`src/rtl/fsw_pkg.sv`:
```
package fsw_pkg;

    localparam int HALF_W   = 8;
    localparam int DEF_NSW  = 6;
    localparam int DEF_NFIX = 2;
    localparam int DEF_NPIN = 2;

    typedef logic [HALF_W-1:0] half_t;

    // State carried by one divider
    typedef struct packed {
        half_t cnt;   // position inside the current phase
        half_t hact;  // half-period value in force
        logic  lvl;   // output level
    } div_state_t;

    // A zero half-period value runs as one cycle per phase
    function automatic half_t clamp_half(input half_t h);
        return (h == '0) ? half_t'(1) : h;
    endfunction

endpackage

```
`src/rtl/fsw_sync.sv`:
```
module fsw_sync #(
    parameter int W = 2
) (
    input  logic         clk,
    input  logic         rst,
    input  logic [W-1:0] din,
    output logic [W-1:0] dout
);
    logic [W-1:0] stage1;

    always_ff @(posedge clk) begin
        if (rst) begin
            stage1 <= '0;
            dout   <= '0;
        end else begin
            stage1 <= din;
            dout   <= stage1;
        end
    end
endmodule

```
`src/rtl/fsw_route.sv`:
```
module fsw_route #(
    parameter int NPIN = 2,
    parameter int NSW  = 6
) (
    input  logic [NPIN-1:0][NSW-1:0] link,
    input  logic [NPIN-1:0]          pin_s,
    output logic [NSW-1:0]           sel
);
    // The pins are visited from highest to lowest so that the lowest linked pin writes last
    always_comb begin
        for (int i = 0; i < NSW; i++) begin
            sel[i] = 1'b0;
            for (int p = NPIN - 1; p >= 0; p--) begin
                if (link[p][i]) sel[i] = pin_s[p];
            end
        end
    end
endmodule

```
`src/rtl/fsw_div.sv`:
```
module fsw_div
    import fsw_pkg::*;
(
    input  logic  clk,
    input  logic  rst,
    input  half_t half_next,
    output logic  clk_o
);
    div_state_t st;
    half_t      tgt;
    logic       wrap;

    assign tgt   = clamp_half(half_next);
    assign wrap  = (st.cnt == st.hact - half_t'(1));
    assign clk_o = st.lvl;

    always_ff @(posedge clk) begin
        if (rst) begin
            st.cnt  <= '0;
            st.lvl  <= 1'b0;
            st.hact <= tgt;
        end else if (wrap) begin
            st.cnt <= '0;
            st.lvl <= ~st.lvl;
            // The new value is taken only as a low phase ends, so it starts with a rising edge
            if (!st.lvl) st.hact <= tgt;
        end else begin
            st.cnt <= st.cnt + half_t'(1);
        end
    end

    assert_cnt_in_range_R2: assert property (@(posedge clk) disable iff (rst)
        st.cnt < st.hact);

    assert_half_nonzero_R2: assert property (@(posedge clk) disable iff (rst)
        st.hact != '0);

    assert_switch_at_rise_R8: assert property (@(posedge clk) disable iff (rst)
        !$stable(st.hact) |-> $rose(st.lvl));
endmodule

```
`src/rtl/freq_switch_bank.sv`:
```
module freq_switch_bank
    import fsw_pkg::*;
#(
    parameter int NSW  = DEF_NSW,
    parameter int NFIX = DEF_NFIX,
    parameter int NPIN = DEF_NPIN
) (
    input  logic                         clk,
    input  logic                         rst,
    input  logic [NPIN-1:0]              freq_sel,
    input  logic [NPIN-1:0][NSW-1:0]     link_mask,
    input  logic [NSW-1:0][HALF_W-1:0]   half_f1,
    input  logic [NSW-1:0][HALF_W-1:0]   half_f2,
    input  logic [NFIX-1:0][HALF_W-1:0]  half_fixed,
    output logic [NSW+NFIX-1:0]          clk_out
);
    logic [NPIN-1:0] pin_s;
    logic [NSW-1:0]  sel_eff;

    fsw_sync #(.W(NPIN)) u_sync (
        .clk (clk),
        .rst (rst),
        .din (freq_sel),
        .dout(pin_s)
    );

    fsw_route #(.NPIN(NPIN), .NSW(NSW)) u_route (
        .link (link_mask),
        .pin_s(pin_s),
        .sel  (sel_eff)
    );

    for (genvar i = 0; i < NSW; i++) begin : g_sw
        half_t           nxt;
        logic [NPIN-1:0] col;

        assign nxt = sel_eff[i] ? half_f2[i] : half_f1[i];

        for (genvar p = 0; p < NPIN; p++) begin : g_col
            assign col[p] = link_mask[p][i];
        end

        fsw_div u_div (
            .clk      (clk),
            .rst      (rst),
            .half_next(nxt),
            .clk_o    (clk_out[i])
        );

        assert_unlinked_R5: assert property (@(posedge clk) disable iff (rst)
            (col == '0) |-> !sel_eff[i]);

        assert_low_pin_R6: assert property (@(posedge clk) disable iff (rst)
            col[0] |-> (sel_eff[i] == pin_s[0]));
    end

    for (genvar j = 0; j < NFIX; j++) begin : g_fix
        fsw_div u_div (
            .clk      (clk),
            .rst      (rst),
            .half_next(half_fixed[j]),
            .clk_o    (clk_out[NSW+j])
        );
    end
endmodule

```
`config.mk`:
```
export PLATFORM = sky130hd
export DESIGN_NAME = freq_switch_bank
export DESIGN_NICKNAME = d
export VERILOG_FILES = /design/src/rtl/fsw_pkg.sv /design/src/rtl/fsw_sync.sv /design/src/rtl/fsw_route.sv /design/src/rtl/fsw_div.sv /design/src/rtl/freq_switch_bank.sv
export SDC_FILE = /design/constraint.sdc
export NUM_CORES = 1
export LEC_CHECK = 0
export ABC_AREA = 1
export ABC_CLOCK_PERIOD_IN_PS = 3600
export BUFFER_PORTS_ARGS = -buffer_cell sky130_fd_sc_hd__buf_2
export CAP_MARGIN = 20
export CORE_MARGIN = 1
export CORE_UTILIZATION = 35
export CTS_CLUSTER_DIAMETER = 100
export DETAILED_ROUTE_END_ITERATION = 6
export PLACE_DENSITY = 0.58
export SYNTH_ARGS = -nofsm -noshare
export SYNTH_HDL_FRONTEND = slang
export SYNTH_SLANG_ARGS = --single-unit
export TNS_END_PERCENT = 30
```
`constraint.sdc`:
```
create_clock -name clk -period 3.6 [get_ports clk]
set_input_delay 0.36 -clock clk [delete_from_list [all_inputs] [get_ports clk]]
set_output_delay 0.36 -clock clk [all_outputs]
set_load 0.05 [all_outputs]
```
# Yosys cells after proc, flatten, opt, wreduce, memory -nomap -nowiden
# Cells that the tools add are included.
# totals
reg_bits	140
latch_bits	0
ram_bits	0
romBits	0
inputBits	128
out_inout_bits	8
wordCells	148
n_memories	0
# classes
addsub	16
n_mul	0
div	0
n_lt_le_gt_ge	0
n_eq_ne	16
n_shift	0
muxes	50
bitwise_logic	8
reduce_logical	32
# op_table
op	n
$mux W8	22
$mux W9	16
$add A8 B1 Y8 const B	8
$eq A8 B8 Y1	8
$logic_not A8 Y1	8
$sub A8 B1 Y8 const B	8
$ne A2 B2 Y1 const B	8
$reduce_and A2 Y1	8
$reduce_bool A2 Y1	8
$reduce_or A2 Y1	8
$mux W1	12
$not A1 Y1	8

# Logic depth before layout (Yosys ltp)
# logic_depth
depth_word	8
mapped_depth	14
ltp_nobuf	14

# Cells and area by module
# Synthesis repeated with hierarchy kept, for this count alone.
# unflattened
cells_unflattened	1286
hier_area_um2	9361.5
# by_module_without_submodules
module	instances	cells_per_inst	area_each_um2	seq_area_each_um2
fsw_div (g_fix[0].u_div ...)	6	137	1084.8	420.4
fsw_div (g_fix[1].u_div)	1	137	1007.2	420.4
fsw_div (g_sw[5].u_div)	1	135	1007.2	420.4
freq_switch_bank	1	156	630.6	0.0
fsw_sync	1	12	110.1	80.1
fsw_route	1	24	97.6	0.0

# Least setup slack after synthesis
# Ideal clock, no wire load.
# synth_path
path_type	register to register
start	register g_sw[2].u_div.st[1] (netlist name)
end	register g_sw[2].u_div.st[1] (netlist name), enable pin
setup_time_ns	0.384
t_arrival_ns	1.928
required_time_ns	3.216
path_slack_ns	1.288
stages_incl_launch_ff	10
path_buffers	0
period_less_slack_ns	2.312
path_cell_list	edfxtp_1 inv_1 ha_1 xnor2_1 inv_1 nand2_1 nand2_1 nor3_1 nand2_1 o21ai_0
# synth_between
elab_chain_cells	4
# synth_rtl
element	line_no	rtl
from (decl)	fsw_div.sv:9	div_state_t st;
$sub A8 B1 Y8	fsw_div.sv:14	assign wrap = (st.cnt == st.hact - half_t'(1));
$eq A8 B8 Y1	fsw_div.sv:14	
$reduce_bool A2 Y1 (no source line)	--	
$reduce_and A2 Y1 (no source line)	--	
# Every way passes these cells.
# A chain may end at the register's enable or synchronous reset.

# Worst setup path in the final report
# layout_path
start	register g_sw[3].u_div.st[1] (netlist name)
end	register g_sw[3].u_div.st[1] (netlist name), enable pin
# layout_between
elab_chain_cells	4
# layout_rtl
element	line_no
from (decl)	fsw_div.sv:9
$sub A8 B1 Y8	fsw_div.sv:14
$eq A8 B8 Y1	fsw_div.sv:14
$reduce_bool A2 Y1 (no source line)	--
$reduce_and A2 Y1 (no source line)	--
# Every way passes these cells.

==> flow_summary_export.csv <==
group,metric,value,unit
run_status,status,"finished, final reports clean",
route,dr.pass1.iters,4,
pwr,powerDensity,433,nW/µm²
timing,worst_slack,1490,ps
yosys,syn_inst,1052,
yosys,synth-async-reset-ratio,0,%
global_routing,grt-busiest-layer,"met2",
route,wl,16000,µm
yosys,synthTopCellsByArea,"edfxtp_1 (24%), dfxtp_1 (19%), nand2_1 (9.7%), nor2_1 (8.5%), inv_1 (7.2%)",
route,vias_per_cell,4.41,
cts,worst_skew_pair.late_latency,420,ps
critical_path,rrSetupSlack,1490,ps
cts,post_cts_buffers,0,
pwr,p_seq_share,44.0,%
floorplan,io_pins,136,
cells_and_area,nets,1335,
cts,numClockSinks,140,
yosys,ys_ff_latch,140,
route,drc,0,
cts,post_cts_resized,0,
place,hpwlAfterDp,12500,µm
route,drt_iter0_markers,301,
cells_and_area,final_common_cell,"nand2_1",
route,wire_per_inst,10.7,µm
yosys,netlist.area_leader.share,23.8,%
cells_and_area,drive_above_1_share,16.9,%
yosys,ys_seq_area_share,42.7,%
yosys,yosysTopAreaCell,"edfxtp_1",
timing,fmax,473,MHz
global_routing,grt_pass1_vias,6060,
timing,timing.final.crit_share,58.7,%
pwr,power,4.16,mW
yosys,synth_nets,1196,
timing,tightest_slew,588,ps
min_path,worstHoldEndpoint,"u_sync.stage1[0]$_SDFF_PP0_",
critical_path,ff2ff_path_depth,9,
yosys,synth_area_per_cell,7.66,µm²
route,num_vias,6572,
cts,clockBufferDepth,2,
cts,ctsHtreeMaxLevel,4,
timing,hold_viol,0,
floorplan,fp.dieW,154,µm
min_path,holdCritStartpoint,"freq_sel[0]",
cts,postCtsHoldBufs,0,
global_routing,met3_usage,3.10,%
critical_path,cp-startpoint,"g_sw[3].u_div.st[1]$_DFFE_PP_",
pwr,p_int,3.07,mW
global_routing,grt-ovfl-total,0,
pwr,vdd_drop_max,0.251,mV
critical_path,crit_path_start_kind,"flip-flop",
timing,relSlewSlack,60.8,%
yosys,syn_area,8060,µm²
global_routing,grt_max_degree,21,
pwr,clkPwrFrac,43.8,%
min_path,min_path_cells,3,
timing,grt_setup_unrepaired,"no",
pwr,leakagePower,4.33,nW
cts,cts-root-buf,"clkbuf_16",
place,port_buffers,135,
flow_run,max-cap-violations,0,
critical_path,r2r_start,"g_sw[3].u_div.st[1]$_DFFE_PP_",
global_routing,antenna_found_initial,0,
cells_and_area,final_cell_mix,"nand2_1 (208), nor2_1 (182), inv_1 (155), buf_2 (135), dfxtp_1 (76)",
min_path,min_path_type,"input port to flip-flop",
floorplan,core_area,22600,µm²
critical_path,crit_fanout,8,
cts,cts.reportedPaths.clkPinSlew,60,ps
cells_and_area,layoutNonFillerInstCount,1489,
cts,numCtsBuffers,17,
cells_and_area,area_growth,19.3,%
critical_path,worstSetupPathType,"flip-flop to flip-flop",
place,gp_congestion,0.810,
global_routing,grt_first_pass_wirelength,27300,µm
global_routing,use_met2,23.0,%
yosys,synth_warnings,0,
floorplan,initial_core_util,35.6,%
critical_path,cp.arrival,2210,ps
floorplan,die_h,154,µm
critical_path,end_kind,"flip-flop",
pwr,p_sw,1.10,mW
global_routing,met1_usage,19.0,%
timing,fin_crit,2110,ps
timing,slew_viol_final,0,
yosys,synthFlopType,"dfxtp_1",
pwr,swShare,26.3,%
floorplan,num_rows,55,
cts,tritoncts,"done",
yosys,ys_types,37,
timing,setup_viol,0,
critical_path,required,3690,ps
floorplan,die_area,23600,µm²
yosys,synth_edf_count,64,
critical_path,r2r-end,"g_sw[3].u_div.st[1]$_DFFE_PP_",
cells_and_area,n_antenna_cell,0,
timing,fin_skew,9.59,ps
route,postRouteAntennaNets,0,
timing,tns,0,ps
pwr,combPwrFrac,12.2,%
place,place_ws,1470,ps
global_routing,gr-usage-all-layers,14.3,%
place,placed_cells,1457,
-- per-stage QoR --
| step | cell area [µm²] | hold WS [ps] | utilization (%) |
|---|---|---|---|
| floorplan | 8060 | 388 | - |
| global placement | 8990 | 389 | 39.7 |
| detailed placement | 8990 | 399 | 39.7 |
| CTS | 9610 | 159 | 42.5 |
| global route | 9610 | 173 | 42.5 |
| finish | 9610 | 185 | 42.5 |
-- metal layers --
layer	share of wire, %	vias up
met5	0	-
met4	0.96	0
met3	3.5	11
met2	44	122
met1	51	2846
li1	-	3593
-- registers in the layout (all words and copies together) (netlist names) --
signal / count
g_fix.u_div.st: 32
u_sync.dout: 2
u_sync.stage1: 2
g_sw.u_div.clk_o: 6
g_sw.u_div.st: 96
g_fix.u_div.clk_o: 2
-- synthesized netlist by cell type, drive strengths merged (17+ instances only) --
cell type and instances:
edfxtp 64, xnor2 44, a21oi 27, inv 163
nor2 186, nand2 217, nor3 17, nand3 49
dfxtp 76, xor2 62, o21ai 61, nand4 21
-- power groups by stage --
| stage | logic (mW) | clock network (mW) | registers (mW) |
|---|---|---|---|
| floorplan | 0.377 | 0 | 1.84 |
| detailed placement | 0.515 | 0 | 1.86 |
| global route | 0.591 | 1.94 | 1.84 |
| finish | 0.510 | 1.82 | 1.83 |
| CTS | 0.518 | 1.87 | 1.83 |
| global placement | 0.510 | 0 | 1.86 |
-- kinds of logic (layout without fill, tap and decap cells) --
family | count (synthesis) | after routing | synth area share, %
xor+xnor | 106 | 106 | 11.5
buf+inv | 181 | 333 | 9.19
mux | 6 | 6 | 0.745
fa+ha+maj | 16 | 16 | 2.48
compound gates | 93 | 93 | 6.24
simple gates | 510 | 510 | 27.1
flops | 140 | 140 | 42.7
-- worst max-delay path, cell delays in order, from the launching register on --
cell and delay, ps:
edfxtp_1 430, inv_1 80, ha_1 200, xor2_1 180, nor2_1 60, a21oi_1 110, nand2_1 60, nor2_1 210
nand3_1 150, nand2_1 290
-- worst max path at each step --
stage / end / slack [ps]
global placement: g_sw[5].u_div.st[2]$_DFFE_PP_ / 1450
detailed placement: g_sw[4].u_div.st[2]$_DFFE_PP_ / 1470
CTS: g_sw[3].u_div.st[1]$_DFFE_PP_ / 1460
finish: g_sw[3].u_div.st[1]$_DFFE_PP_ / 1490
global route: g_sw[3].u_div.st[1]$_DFFE_PP_ / 1240
floorplan: g_sw[2].u_div.st[1]$_DFFE_PP_ / 1290
-- final cells by class --
type | count | area [µm²]
inverters | 164 | 623
flip-flops and latches | 140 | 3440
repair buffers | 137 | 691
multi-input cells | 731 | 3870
clock buffers | 18 | 450
well taps | 285 | 357
fillers | 2311 | 13000
clock inverters | 14 | 175
No activity file was read; power rests on OpenSTA's default activity.
